### src/rtl/spi_wm_pkg.sv
package spi_wm_pkg;
   localparam int unsigned REG_W = 32;

   // register byte offsets
   localparam int unsigned OFF_CTRL = 'h00;
   localparam int unsigned OFF_STAT = 'h04;
   localparam int unsigned OFF_TXQ  = 'h10;
   localparam int unsigned OFF_RXQ  = 'h20;

   // control word bit positions
   localparam int unsigned CB_START  = 30;
   localparam int unsigned CB_POL_LO = 26;
   localparam int unsigned CB_POL_HI = 27;
   localparam int unsigned CB_PHA_LO = 18;
   localparam int unsigned CB_PHA_HI = 19;
   localparam int unsigned CB_TXON   = 15;
   localparam int unsigned CB_RXON   = 14;
   localparam int unsigned CB_SELV   = 13;
   localparam int unsigned CB_SELSW  = 12;

   // status word bit positions
   localparam int unsigned SB_BUSY  = 31;
   localparam int unsigned SB_DONE  = 30;
   localparam int unsigned SB_UNDR  = 27;
   localparam int unsigned SB_OVFL  = 26;
   localparam int unsigned SB_RXE   = 25;
   localparam int unsigned SB_RXF   = 24;
   localparam int unsigned SB_TXE   = 23;
   localparam int unsigned SB_TXF   = 22;

   localparam logic [REG_W-1:0] CTRL_KEEP = 32'h0C0C_F01F;
endpackage

### src/rtl/spi_wm_fifo.sv
module spi_wm_fifo #(
   parameter int unsigned WIDTH = 32,
   parameter int unsigned DEPTH = 4
) (
   input  logic             clk,
   input  logic             rst_n,
   input  logic             push,
   input  logic [WIDTH-1:0] wdata,
   input  logic             pop,
   output logic [WIDTH-1:0] rdata,
   output logic             empty,
   output logic             full
);
   localparam int unsigned AW = (DEPTH > 1) ? $clog2(DEPTH) : 1;
   localparam int unsigned CW = $clog2(DEPTH + 1);

   if (DEPTH < 2) begin : g_bad_depth
      $error("spi_wm_fifo: DEPTH must be at least 2");
   end
   if ((DEPTH & (DEPTH - 1)) != 0) begin : g_bad_pow2
      $error("spi_wm_fifo: DEPTH must be a power of two");
   end

   logic [WIDTH-1:0] mem [DEPTH];
   logic [AW-1:0]    wp, rp;
   logic [CW-1:0]    cnt;

   assign empty = (cnt == '0);
   assign full  = (cnt == CW'(DEPTH));
   assign rdata = mem[rp];

   always_ff @(posedge clk) begin
      if (push && !full) mem[wp] <= wdata;
   end

   always_ff @(posedge clk or negedge rst_n) begin
      if (!rst_n) begin
         wp  <= '0;
         rp  <= '0;
         cnt <= '0;
      end else begin
         if (push && !full) wp <= wp + 1'b1;
         if (pop && !empty) rp <= rp + 1'b1;
         case ({push && !full, pop && !empty})
            2'b10:   cnt <= cnt + 1'b1;
            2'b01:   cnt <= cnt - 1'b1;
            default: cnt <= cnt;
         endcase
      end
   end

   // the owner must gate its requests with the flags
   p_no_push_full_r7: assert property (@(posedge clk) disable iff (!rst_n)
      push |-> !full);
   p_no_pop_empty_r8: assert property (@(posedge clk) disable iff (!rst_n)
      pop |-> !empty);
   p_count_bound_r7: assert property (@(posedge clk) disable iff (!rst_n)
      cnt <= CW'(DEPTH));
endmodule

### src/rtl/spi_wm_engine.sv
module spi_wm_engine #(
   parameter int unsigned DATA_W   = 32,
   parameter int unsigned HALF_DIV = 2,
   parameter int unsigned LEN_W    = $clog2(DATA_W)
) (
   input  logic              clk,
   input  logic              rst_n,
   input  logic              start,
   input  logic [DATA_W-1:0] tx_word,
   input  logic [LEN_W-1:0]  len_m1,
   input  logic              cpha,
   input  logic              cpol,
   input  logic              tx_en,
   input  logic              miso,
   output logic              busy,
   output logic              done,
   output logic [DATA_W-1:0] rx_word,
   output logic              sclk,
   output logic              mosi
);
   localparam logic [LEN_W-1:0] TOP_IDX = LEN_W'(DATA_W - 1);

   if ((DATA_W & (DATA_W - 1)) != 0 || DATA_W < 2) begin : g_bad_width
      $error("spi_wm_engine: DATA_W must be a power of two");
   end
   if (HALF_DIV < 1) begin : g_bad_div
      $error("spi_wm_engine: HALF_DIV must be at least 1");
   end

   logic              tick;
   logic              phase;   // 1 between a leading and a trailing edge
   logic              first;
   logic              pha_q;
   logic [LEN_W-1:0]  bits_left;
   logic [DATA_W-1:0] sreg, rreg;

   if (HALF_DIV == 1) begin : g_nodiv
      assign tick = 1'b1;
   end else begin : g_div
      localparam int unsigned DW = $clog2(HALF_DIV);
      logic [DW-1:0] dcnt;
      always_ff @(posedge clk or negedge rst_n) begin
         if (!rst_n)                          dcnt <= '0;
         else if (start || !busy)             dcnt <= '0;
         else if (dcnt == DW'(HALF_DIV - 1))  dcnt <= '0;
         else                                 dcnt <= dcnt + 1'b1;
      end
      assign tick = (dcnt == DW'(HALF_DIV - 1));
   end

   always_ff @(posedge clk or negedge rst_n) begin
      if (!rst_n) begin
         busy      <= 1'b0;
         done      <= 1'b0;
         phase     <= 1'b0;
         first     <= 1'b0;
         pha_q     <= 1'b0;
         bits_left <= '0;
         sreg      <= '0;
         rreg      <= '0;
      end else begin
         done <= 1'b0;
         if (start) begin
            busy      <= 1'b1;
            phase     <= 1'b0;
            first     <= 1'b1;
            pha_q     <= cpha;
            bits_left <= len_m1;
            sreg      <= tx_en ? (tx_word << (TOP_IDX - len_m1)) : '0;
            rreg      <= '0;
         end else if (busy && tick) begin
            if (!phase) begin
               // leading edge
               phase <= 1'b1;
               first <= 1'b0;
               if (!pha_q)      rreg <= {rreg[DATA_W-2:0], miso};
               else if (!first) sreg <= sreg << 1;
            end else begin
               // trailing edge
               phase <= 1'b0;
               if (pha_q) rreg <= {rreg[DATA_W-2:0], miso};
               if (bits_left == '0) begin
                  busy <= 1'b0;
                  done <= 1'b1;
               end else begin
                  bits_left <= bits_left - LEN_W'(1);
                  if (!pha_q) sreg <= sreg << 1;
               end
            end
         end
      end
   end

   assign sclk    = cpol ^ phase;
   assign mosi    = sreg[DATA_W-1];
   assign rx_word = rreg;

   p_start_idle_r9: assert property (@(posedge clk) disable iff (!rst_n)
      start |-> !busy);
   p_sclk_idle_r4: assert property (@(posedge clk) disable iff (!rst_n)
      !busy |-> (sclk == cpol));
   p_done_idle_r6: assert property (@(posedge clk) disable iff (!rst_n)
      done |-> !busy);
endmodule

### src/rtl/spi_word_master.sv
module spi_word_master
   import spi_wm_pkg::*;
#(
   parameter int unsigned ADDR_W     = 6,
   parameter int unsigned FIFO_DEPTH = 4,
   parameter int unsigned HALF_DIV   = 2
) (
   input  logic              clk,
   input  logic              rst_n,
   input  logic              bus_wr,
   input  logic              bus_rd,
   input  logic [ADDR_W-1:0] bus_addr,
   input  logic [31:0]       bus_wdata,
   output logic [31:0]       bus_rdata,
   output logic              spi_sclk,
   output logic              spi_mosi,
   input  logic              spi_miso,
   output logic              spi_cs_n
);
   localparam int unsigned LEN_W = $clog2(REG_W);

   if (ADDR_W < 6) begin : g_bad_addr
      $error("spi_word_master: ADDR_W must reach offset 0x20");
   end

   logic [REG_W-1:0] ctrl_q, ctrl_nx;
   logic             st_done, st_undr, st_ovfl;
   logic             rx_on_q;

   logic             sel_ctrl, sel_stat, sel_txq, sel_rxq;
   logic             start, eng_busy, eng_done;
   logic [REG_W-1:0] eng_rx, txq_head, rxq_head;
   logic             txq_empty, txq_full, rxq_empty, rxq_full;
   logic             txq_push, rxq_push, rxq_pop;

   assign sel_ctrl = (bus_addr == ADDR_W'(OFF_CTRL));
   assign sel_stat = (bus_addr == ADDR_W'(OFF_STAT));
   assign sel_txq  = (bus_addr == ADDR_W'(OFF_TXQ));
   assign sel_rxq  = (bus_addr == ADDR_W'(OFF_RXQ));

   assign ctrl_nx  = (bus_wr && sel_ctrl) ? (bus_wdata & CTRL_KEEP) : ctrl_q;
   assign start    = bus_wr && sel_ctrl && bus_wdata[CB_START] && !eng_busy && !txq_empty;
   assign txq_push = bus_wr && sel_txq && !txq_full;
   assign rxq_push = eng_done && rx_on_q && !rxq_full;
   assign rxq_pop  = bus_rd && sel_rxq && !rxq_empty;

   spi_wm_fifo #(.WIDTH(REG_W), .DEPTH(FIFO_DEPTH)) i_txq (
      .clk(clk), .rst_n(rst_n),
      .push(txq_push), .wdata(bus_wdata),
      .pop(start), .rdata(txq_head),
      .empty(txq_empty), .full(txq_full));

   spi_wm_fifo #(.WIDTH(REG_W), .DEPTH(FIFO_DEPTH)) i_rxq (
      .clk(clk), .rst_n(rst_n),
      .push(rxq_push), .wdata(eng_rx),
      .pop(rxq_pop), .rdata(rxq_head),
      .empty(rxq_empty), .full(rxq_full));

   spi_wm_engine #(.DATA_W(REG_W), .HALF_DIV(HALF_DIV), .LEN_W(LEN_W)) i_engine (
      .clk(clk), .rst_n(rst_n),
      .start(start),
      .tx_word(txq_head),
      .len_m1(ctrl_nx[LEN_W-1:0]),
      .cpha(|ctrl_nx[CB_PHA_HI:CB_PHA_LO]),
      .cpol(|ctrl_q[CB_POL_HI:CB_POL_LO]),
      .tx_en(ctrl_nx[CB_TXON]),
      .miso(spi_miso),
      .busy(eng_busy), .done(eng_done),
      .rx_word(eng_rx),
      .sclk(spi_sclk), .mosi(spi_mosi));

   always_ff @(posedge clk or negedge rst_n) begin
      if (!rst_n) begin
         ctrl_q  <= '0;
         rx_on_q <= 1'b0;
         st_done <= 1'b0;
         st_undr <= 1'b0;
         st_ovfl <= 1'b0;
      end else begin
         ctrl_q <= ctrl_nx;
         if (start) rx_on_q <= ctrl_nx[CB_RXON];
         // a set event wins over a clearing write in the same cycle
         st_done <= eng_done | (st_done & ~(bus_wr && sel_stat && bus_wdata[SB_DONE]));
         st_undr <= (bus_rd && sel_rxq && rxq_empty)
                    | (st_undr & ~(bus_wr && sel_stat && bus_wdata[SB_UNDR]));
         st_ovfl <= (bus_wr && sel_txq && txq_full)
                    | (st_ovfl & ~(bus_wr && sel_stat && bus_wdata[SB_OVFL]));
      end
   end

   always_comb begin
      bus_rdata = '0;
      if (sel_ctrl)      bus_rdata = ctrl_q;
      else if (sel_stat) bus_rdata = {eng_busy, st_done, 2'b00, st_undr, st_ovfl,
                                      rxq_empty, rxq_full, txq_empty, txq_full, 22'd0};
      else if (sel_rxq)  bus_rdata = rxq_empty ? '0 : rxq_head;
   end

   assign spi_cs_n = ctrl_q[CB_SELSW] ? ~ctrl_q[CB_SELV] : ~eng_busy;

   p_done_after_busy_r6: assert property (@(posedge clk) disable iff (!rst_n)
      $fell(eng_busy) |=> st_done);
   p_ovfl_on_full_r7: assert property (@(posedge clk) disable iff (!rst_n)
      (bus_wr && sel_txq && txq_full) |=> st_ovfl);
   p_empty_read_zero_r8: assert property (@(posedge clk) disable iff (!rst_n)
      (bus_rd && sel_rxq && rxq_empty) |-> (bus_rdata == '0));
   p_start_reads_zero_r9: assert property (@(posedge clk) disable iff (!rst_n)
      sel_ctrl |-> !bus_rdata[CB_START]);
endmodule

### config.mk
export PLATFORM = sky130hd
export DESIGN_NAME = spi_word_master
export DESIGN_NICKNAME = d
export VERILOG_FILES = /design/src/rtl/spi_wm_pkg.sv /design/src/rtl/spi_wm_fifo.sv /design/src/rtl/spi_wm_engine.sv /design/src/rtl/spi_word_master.sv
export SDC_FILE = /design/constraint.sdc
export NUM_CORES = 1
export LEC_CHECK = 0
export ABC_AREA = 1
export ABC_CLOCK_PERIOD_IN_PS = 7500
export BUFFER_PORTS_ARGS = -buffer_cell sky130_fd_sc_hd__buf_2
export CORE_ASPECT_RATIO = 2
export CORE_MARGIN = 2
export CORE_UTILIZATION = 25
export DETAILED_ROUTE_END_ITERATION = 6
export MAX_ROUTING_LAYER = met4
export PLACE_DENSITY_LB_ADDON = 0.1
export SYNTH_ARGS = -nofsm -noshare
export SYNTH_HDL_FRONTEND = slang
export SYNTH_HIERARCHICAL = 1
export SYNTH_SLANG_ARGS = --single-unit
### constraint.sdc
create_clock -name clk -period 7.5 [get_ports clk]
set_clock_uncertainty 0.1 [all_clocks]
set_input_delay 1.5 -clock clk [delete_from_list [all_inputs] [get_ports clk]]
set_output_delay 1.5 -clock clk [all_outputs]
set_load 0.01 [all_outputs]
### Yosys cells after proc, flatten, opt, wreduce, memory -nomap -nowiden

Memories as Yosys holds them, arrays and structs flattened.
Index checks and enable logic that the tools add are counted.

| cells by class | value |
|---|---|
| $add $sub $neg | 11 |
| equality and inequality tests | 16 |
| shift operators | 1 |
| mux-type cells | 45 |
| bitwise gates (word level) | 12 |
| reduce and logical (&&, ||, !) cells | 44 |

Operator list:

| operator | count |
|---|---|
| $mux 32 | 17 |
| $shl 32x5->32 | 1 |
| $logic_and 1x1->1 | 21 |
| $mux 1 | 21 |
| $mux 20 | 1 |
| $mux 5 | 4 |
| $pmux 3 s2 | 2 |
| $reduce_bool 2->1 | 5 |
| $ne 3x2->1 const B | 3 |
| $reduce_and 3->1 | 3 |
| $add 2x1->2 const B | 4 |
| $add 3x1->3 const B | 2 |
| $eq 3x3->1 const B | 2 |
| $eq 6x3->1 const B | 1 |
| $eq 6x5->1 const B | 1 |
| $eq 6x6->1 const B | 1 |
| $logic_not 3->1 | 2 |
| $logic_not 6->1 | 1 |
| $ne 3x1->1 const B | 2 |
| $sub 3x1->3 const B | 2 |
| $logic_not 1->1 | 5 |
| $logic_not 5->1 | 1 |
| $not 1->1 | 5 |
| $reduce_and 5->1 | 1 |
| other kinds (13) | 21 |

| word-level totals | value |
|---|---|
| bits in registers | 106 |
| RAM bits | 256 |
| bits of input ports | 43 |
| output and inout port bits | 35 |
| logic and storage cells | 152 |
| memories kept | 2 |

Memories:

| name | words | bits a word | rd ports | clocked after Yosys merged registers in | wr ports | line | source |
|---|---|---|---|---|---|---|---|
| i_rxq.mem | 4 | 32 | 1 | 0 | 1 | spi_wm_fifo.sv:24 | `logic [WIDTH-1:0] mem [DEPTH];` |
| i_txq.mem | 4 | 32 | 1 | 0 | 1 | spi_wm_fifo.sv:24 |  |

### Depth between registers and ports, before layout

Gate-level depths: netlist of run 1.

| logic depth | value |
|---|---|
| depth in word-level cells | 8 |
| gate-level depth with buffers | 19 |
| depth with buffers taken out | 16 |

### Cells and area by module

Netlist of run 1, hierarchy kept.

Modules (own cells, without submodules):

| module | times used | cells an instance | area an instance (µm²) | sequential area each (µm²) |
|---|---|---|---|---|
| spi_wm_fifo (i_rxq) | 1 | 435 | 5,572.8 | 4,018.9 |
| spi_wm_fifo (i_txq) | 1 | 435 | 5,562.8 | 4,018.9 |
| spi_wm_engine | 1 | 736 | 4,954.8 | 1,876.8 |
| spi_word_master | 1 | 188 | 1,285.0 | 425.4 |

### Least setup slack after synthesis of run 1

No wires, ideal clock.

| path | value |
|---|---|
| path kind | input-to-reg |
| from | in bus_addr[3] |
| to | mem i_txq.mem[0][0] (enable) |
| library setup time | 0.421 ns |
| arrival time | 3.747 ns |
| data required time | 6.979 ns |
| path slack | 3.232 ns |
| cell stages on the path | 5 |
| path buffers | 0 |
| cell sequence | nor2_2 -> nand2_1 -> nor4_1 -> nand2_1 -> nor2_1 |

| between the ends | value |
|---|---|
| cells in the longest elaborated chain, start to end | 6 |

RTL lines:

| element | line | source |
|---|---|---|
| start, declared | spi_word_master.sv:12 | `input logic [ADDR_W-1:0] bus_addr,` |
| $eq 6x5->1 | spi_word_master.sv:38 | `assign sel_txq = (bus_addr == ADDR_W'(OFF_TXQ));` |
| $logic_and 1x1->1 (2 in a row) | spi_word_master.sv:43 | `assign txq_push = bus_wr && sel_txq && !txq_full;` |
| net txq_push | spi_word_master.sv:34 | `logic txq_push, rxq_push, rxq_pop;` |
| $logic_and 1x1->1 | spi_wm_fifo.sv:33 | `if (push && !full) mem[wp] <= wdata;` |
| $mux 1 | spi_wm_fifo.sv:33 |  |
| $mux 1 (implied by the code) | spi_wm_fifo.sv:33 |  |
| end, declared | spi_wm_fifo.sv:24 |  |

The timed path passes the listed nets, and every way through them passes these cells.

### Worst setup path after layout of run 1

| path | value |
|---|---|
| from | in bus_addr[1] |
| to | out bus_rdata[23] |

| between the ends | value |
|---|---|
| cells in the longest elaborated chain, start to end | 4 |
| elaborated cells between the ends (all ways) | 6 |
| those cells by class | 2 x eq/ne; 3 x mux; 1 x reduce/logical |

RTL lines:

| element | line | source |
|---|---|---|
| $eq 6x6->1 | spi_word_master.sv:39 | `assign sel_rxq = (bus_addr == ADDR_W'(OFF_RXQ));` |
| $mux 32 | spi_word_master.sv:96 | `else if (sel_rxq) bus_rdata = rxq_empty ? '0 : rxq_head;` |
| $mux 32 | spi_word_master.sv:94 | `else if (sel_stat) bus_rdata = {eng_busy, st_done, 2'b00, st_undr, st_ovfl,` |
| $mux 32 * | spi_word_master.sv:93 | `if (sel_ctrl) bus_rdata = ctrl_q;` |
| end, declared | spi_word_master.sv:14 | `output logic [31:0] bus_rdata,` |

Mark *: on every way between the ends. The rest lies on a longest branch, timed or not.

==> results of run 1 <==
area by class of cell:
type	count	area, um^2	share of cell area
repair buffers	101	568	0.0288
clock buffers	49	1040	0.0528
flip-flops and latches	362	10300	0.524
inverters	257	970	0.0491
well taps	897	1120	0.0568
multi-input cells	1077	5440	0.276
clock inverters	21	265	0.0134
where the power goes:
| part | internal [mW] | switching [mW] | leakage [nW] | total (mW) |
|---|---|---|---|---|
| Combinational | 0.171 | 0.475 | 4.19 | 0.646 |
| Sequential | 2.19 | 0.0337 | 3.68 | 2.22 |
| Clock | 1.16 | 0.829 | 0.622 | 1.99 |
| Total | 3.52 | 1.34 | 8.50 | 4.86 |
metal layers:
metal,GRT usage,up-vias,wire length [um]
li1,-,6107,-
met1,0.159,6118,20100
met2,0.283,200,28300
met3,0.0184,79,1640
met4,0.0644,0,2120
met5,-,-,0
state kept, by name, indices dropped and copies added (netlist names):
| register | flops |
|---|---|
| rx_on_q | 1 |
| i_rxq/rp | 2 |
| st_ovfl | 1 |
| i_engine/phase | 1 |
| i_engine/pha_q | 1 |
| i_txq/wp | 2 |
| i_rxq/mem | 128 |
| i_txq/mem | 128 |
| i_engine/bits_left | 5 |
| st_done | 1 |
| ctrl_q | 13 |
| i_engine/rx_word | 32 |
| i_engine/done | 1 |
| st_undr | 1 |
| i_engine/first | 1 |
| i_rxq/cnt | 3 |
| i_engine/busy | 1 |
| i_engine/sreg | 32 |
| i_txq/cnt | 3 |
| i_txq/rp | 2 |
| i_rxq/wp | 2 |
| i_engine/g_div.dcnt | 1 |
worst reg2reg max path: stages (launching register included):
cell,delay [ps]
dfrtp_1,410
clkinv_2,420
buf_4,790
o211ai_1,190
nand2_1,200
nand2_1,110
nand3_1,130
nand3_1,90
nand2_1,210
nand2_1,70
a21oi_1,360
nor2_1,80
nor2_1,110
per-stage QoR:
step                total power, mW  cells   util  setup WS, ps  instance area (um^2)
floorplan                      2.72   1794      -          3230                 17400
finish                         4.86   2764  0.287          2630                 19800
CTS                            4.95   2764  0.287          2560                 19800
global placement               2.92   2694  0.268          2480                 18400
global route                   5.10   2764  0.287          2460                 19800
detailed placement             2.92   2694  0.268          2430                 18400
worst max path at each step:
stage,from,end,cells after the start
floorplan,bus_addr[3],i_txq/mem[0][0],5
global placement,bus_addr[1],i_engine/sreg[19],14
finish,bus_addr[1],bus_rdata[23],7
CTS,bus_addr[1],bus_rdata[23],7
detailed placement,bus_addr[1],i_engine/sreg[27],15
global route,i_rxq/rp[0],bus_rdata[2],8
cells in the final DEF (no fill, tap or decap), drive strengths merged:
cell / netlist / layout
inv: 257 / 255
nand3: 232 / 232
a211oi: 1 / 1
a21o: 1 / 1
a21oi: 41 / 41
ha: 11 / 11
xor2: 3 / 3
clkbuf: 21 / 49
xnor2: 2 / 2
buf: 77 / 101
edfxtp: 256 / 256
o21ai: 73 / 73
or2: 1 / 1
a31oi: 4 / 4
and2: 1 / 1
fa: 2 / 2
nand2: 442 / 442
nor3: 3 / 3
nor3b: 1 / 1
o211ai: 136 / 136
clkinv: 0 / 13
a2bb2oi: 1 / 1
a22oi: 1 / 1
dfrtp: 106 / 106
clkinvlp: 0 / 5
nand4: 11 / 11
bufinv: 0 / 5
nor4: 1 / 1
nor2: 109 / 109
cell families after synthesis:
group | share of synthesized area
XOR/XNOR | 0.00252
adder cells (fa/ha/maj) | 0.0102
flip-flops | 0.595
buffers and inverters | 0.0961
AO/OA/AOI/OAI | 0.0973
AND/OR/NAND/NOR | 0.199
==> metrics.txt, run 1 <==
synthesized net count 1,850; Worst-Margin Slew 1050 ps; CTS H-tree lvls 2; MaxCap Viol Count 0; asr flop ratio synth 0.293; Clock transition at path regs 60 ps; Vias/cell 4.52; worst hold stages 1; Fin. Hold Viols 0; CP max stage cell nor2_8; Hold Crit Class flop to flop; cell count after synthesis 1,794; period utilisation layout 0.650; Cell Area, Synth roughly 17,000 um^2; Avg Synthesized Cell Area 9.69 um^2; Slew headroom 0.299; post-route setup TNS 0 ps; Post-synth EDFFs 256; die width ~190 um; PostCTS Resize Cnt 0; Critical Path Start Type primary input; Yosys Warn Count 6; Antenna Nets Post-Route 0; synth unique cells 43; Initial Utilization 0.253; global-route wire length before repair 78.9 mm; Register-to-Register Path Depth 12; Core ar. 68,700 um^2; most frequent cell after synthesis nand2_1; Pre-Repair DR Iteration Count 5; most frequent cells after synthesis nand2_1 (430), edfxtp_1 (256), inv_1 (251); hold_ws 363 ps; I/O Pins 78; initial antenna violation count 0; largest net degree at the start of global routing 87; outcome complete, no violations; die footprint 71,800 um^2; Worst path max stage delay 410 ps; initial drt markers 560; total CTS buffers 38; Hold EP i_engine/g_div.dcnt; CP Cell Sequence buf_2, nor2_2, nand3_4, nor2_8, nand2_1, a21oi_1, buf_2; RR Startpoint i_txq/rp[0]; sequential fraction of the synthesis area 0.595; DR vias approximately 13,000; share of layout cells above drive strength 1 0.117; wirelength, routed about 52 mm; Layout area overhead 13.7%; num rows approximately 140; setup violators final 0; CP endpoint kind output pin; worst min-delay path startpoint i_engine/g_div.dcnt; vias in the first global route 12,800; Worst Path Buf+Inv 2; fin crit period 4870 ps; critical path arrival between 3000 and 4000 ps; HPWL after DPL 35.1 mm; CTS root buf clkbuf_16; Synth area leader edfxtp_1; Sink Count 362; P per Cell Area 246 nW/um^2; GRT Util Overall 0.152; gr ovfl total 0; post-synthesis register bit count 362; area share of the largest cell type after synthesis 0.442; r2r endpoint i_engine/sreg[27]; worst endpoint required time 5900 ps; unrepaired setup endpoints after global routing false; postcts setup bufs 0; largest buffer count on any clock path 3; fill count 7,297; PortBufs 77; routed length per placed instance roughly 19 um; DRC 0; die extent in y 377 um; final net count 1,893; clock latency on the worst-skew pair between 500 and 600 ps; CP top delay family simple AND/OR/NAND/NOR gates; CTS tree built; hold buffers post-CTS 0; CP max FO 18; most used cell, CP buf_2; maximum clock rate 0.205 GHz; Synth Flop Type edfxtp_1; Worst VDD drop roughly 180 uV; Leakage 8.50 nW; flop-to-flop setup slack approximately 4200 ps; # diodes 0; Slew Limit Fails 0; largest cells by area after synthesis edfxtp_1 (44%), dfrtp_1 (15%), nand2_1 (9.3%); Placer Congestion 0.869; critical path class primary input to output pin
No activity file was read; power rests on OpenSTA's default activity.
==> inputs of run 2 (changes only) <==
Settings changed: ABC_CLOCK_PERIOD_IN_PS 7500 to 4350.
Clock period 7.5 ns to 4.35 ns, I/O delays scaled along.
==> metrics.txt, run 2 (synthesized netlist as in run 1, its figures left out) <==
outcome complete, no violations; hold buffers post-CTS 0; gr ovfl total 0; critical path class flop to output pin; Worst VDD drop 258 uV; Pre-Repair DR Iteration Count 4; CTS H-tree lvls 2; GRT Util Overall 0.151; CP top delay family buffers and inverters; worst endpoint required time 3380 ps; Sink Count 362; routed length per placed instance 18.7 um; maximum clock rate around 0.27 GHz; Clock transition at path regs 60 ps; Slew Limit Fails 0; area of the multi-input gates ~5400 um^2; unrepaired setup endpoints after global routing false; Critical Path Source i_rxq/rp[0]; pre-CTS WS 771 ps; final setup margin 638 ps; setup violators final 0; post-route setup TNS 0 ps; total power 8.28 mW; DR vias between 10,000 and 15,000; die width 190 um; commonest non-fill, non-tap cell in the layout nand2_1; final std cells w/o fill 2,777; final net count about 1,900; most used cell, CP nand2_1; total CTS buffers 38; crit path to bus_rdata[1]; die footprint 71,800 um^2; Hold Crit Class primary input to asynchronous set/reset pin; initial antenna violation count 1; die extent in y 377 um; postcts setup bufs 0; Leakage 8.59 nW; PostCTS Resize Cnt 0; I/O Pins 78; critical path depth 8; Vias/cell 4.51; fill count about 7,300; most frequent cells in the layout nand2_1 (430), edfxtp_1 (256), inv_1 (250), nand3_1 (228), o211ai_1 (136); Worst path max stage delay about 500 ps; HPWL after DPL 35.7 mm; CP max stage cell clkinv_2; period utilisation layout 0.853; Fin. Hold Viols 0; clock latency on the worst-skew pair 560 ps; biggest regs i_rxq/mem (128), i_txq/mem (128); Initial Utilization 0.253; Worst Path Buf+Inv 3; Antenna Nets Post-Route 0; DRC 0; global-route wire length before repair 79.2 mm; CP endpoint kind output pin; fin crit period roughly 3700 ps; CP Cell Sequence clkinv_2, buf_12, nand2_1, o211ai_1, nand2_1, nand2_1, o21ai_0, buf_2; vias in the first global route 12,900; Worst-Margin Slew 794 ps; Layout area overhead 14.6%; CTS tree built; flop-to-flop setup slack about 1500 ps; P per Cell Area around 420 nW/um^2; initial drt markers ~710; largest net degree at the start of global routing 131; r2r endpoint i_engine/sreg[23]; dpl cells 2,709; Register Area 10,300 um^2; Critical Path Start Type flop; wirelength, routed slightly above 50 mm; Core ar. 68,700 um^2; RR Startpoint i_txq/cnt[0]; num rows around 140; MaxCap Viol Count 0; Register-to-Register Path Depth 14; largest buffer count on any clock path 3; # diodes 0; CTS root buf clkbuf_16; Slew headroom 0.470; share of layout cells above drive strength 1 0.119; Placer Congestion 0.850; PortBufs 77; final core occ 0.290; critical path arrival between 2000 and 3000 ps; CP max FO 52
run 2: how the worst min path moves through the flow:
| stage | depth (start not counted) | startpoint | endpoint |
|---|---|---|---|
| finish | 1 | rst_n | i_engine/sreg[11] |
| global route | 1 | rst_n | i_engine/sreg[11] |
| CTS | 1 | rst_n | i_engine/sreg[27] |
| detailed placement | 1 | i_engine/g_div.dcnt | i_engine/g_div.dcnt |
| global placement | 1 | i_engine/g_div.dcnt | i_engine/g_div.dcnt |
| floorplan | 1 | i_engine/g_div.dcnt | i_engine/g_div.dcnt |
run 2: report_power, final:
group | total, mW | internal (mW) | switching, mW
logic | 1.15 | 0.320 | 0.830
registers | 3.83 | 3.77 | 0.0559
clock network | 3.30 | 1.91 | 1.40
total | 8.28 | 6.00 | 2.29
run 2: layout make-up:
| cell class | instances | share of cell area |
|---|---|---|
| Tap cell | 897 | 0.0564 |
| Clock inverter | 19 | 0.0106 |
| Inverter | 257 | 0.0487 |
| Clock buffer | 49 | 0.0514 |
| Multi-Input combinational cell | 1077 | 0.273 |
| Timing Repair Buffer | 116 | 0.0405 |
| Sequential cell | 362 | 0.519 |
run 2: per-layer routing:
layer  up-vias  track usage  wire length, um
met5         -            -                0
met4         0       0.0603             2010
met3        88       0.0171             1430
met2       205        0.280            28000
met1      6103        0.162            20500
li1       6133            -                -
run 2: metrics by stage:
| step | hold slack (ps) | area (um^2) |
|---|---|---|
| floorplan | 326 | 17400 |
| global placement | 343 | 18700 |
| detailed placement | 344 | 18700 |
| CTS | 215 | 19900 |
| global route | 260 | 19900 |
| finish | 221 | 19900 |
run 2: worst reg2reg max path, delay by kind of cell (launching register included):
kind                   cells  cell delay, ps
flip-flops                 1             360
buffers and inverters      4             760
AO/OA/AOI/OAI              1             280
AND/OR/NAND/NOR            9            1230
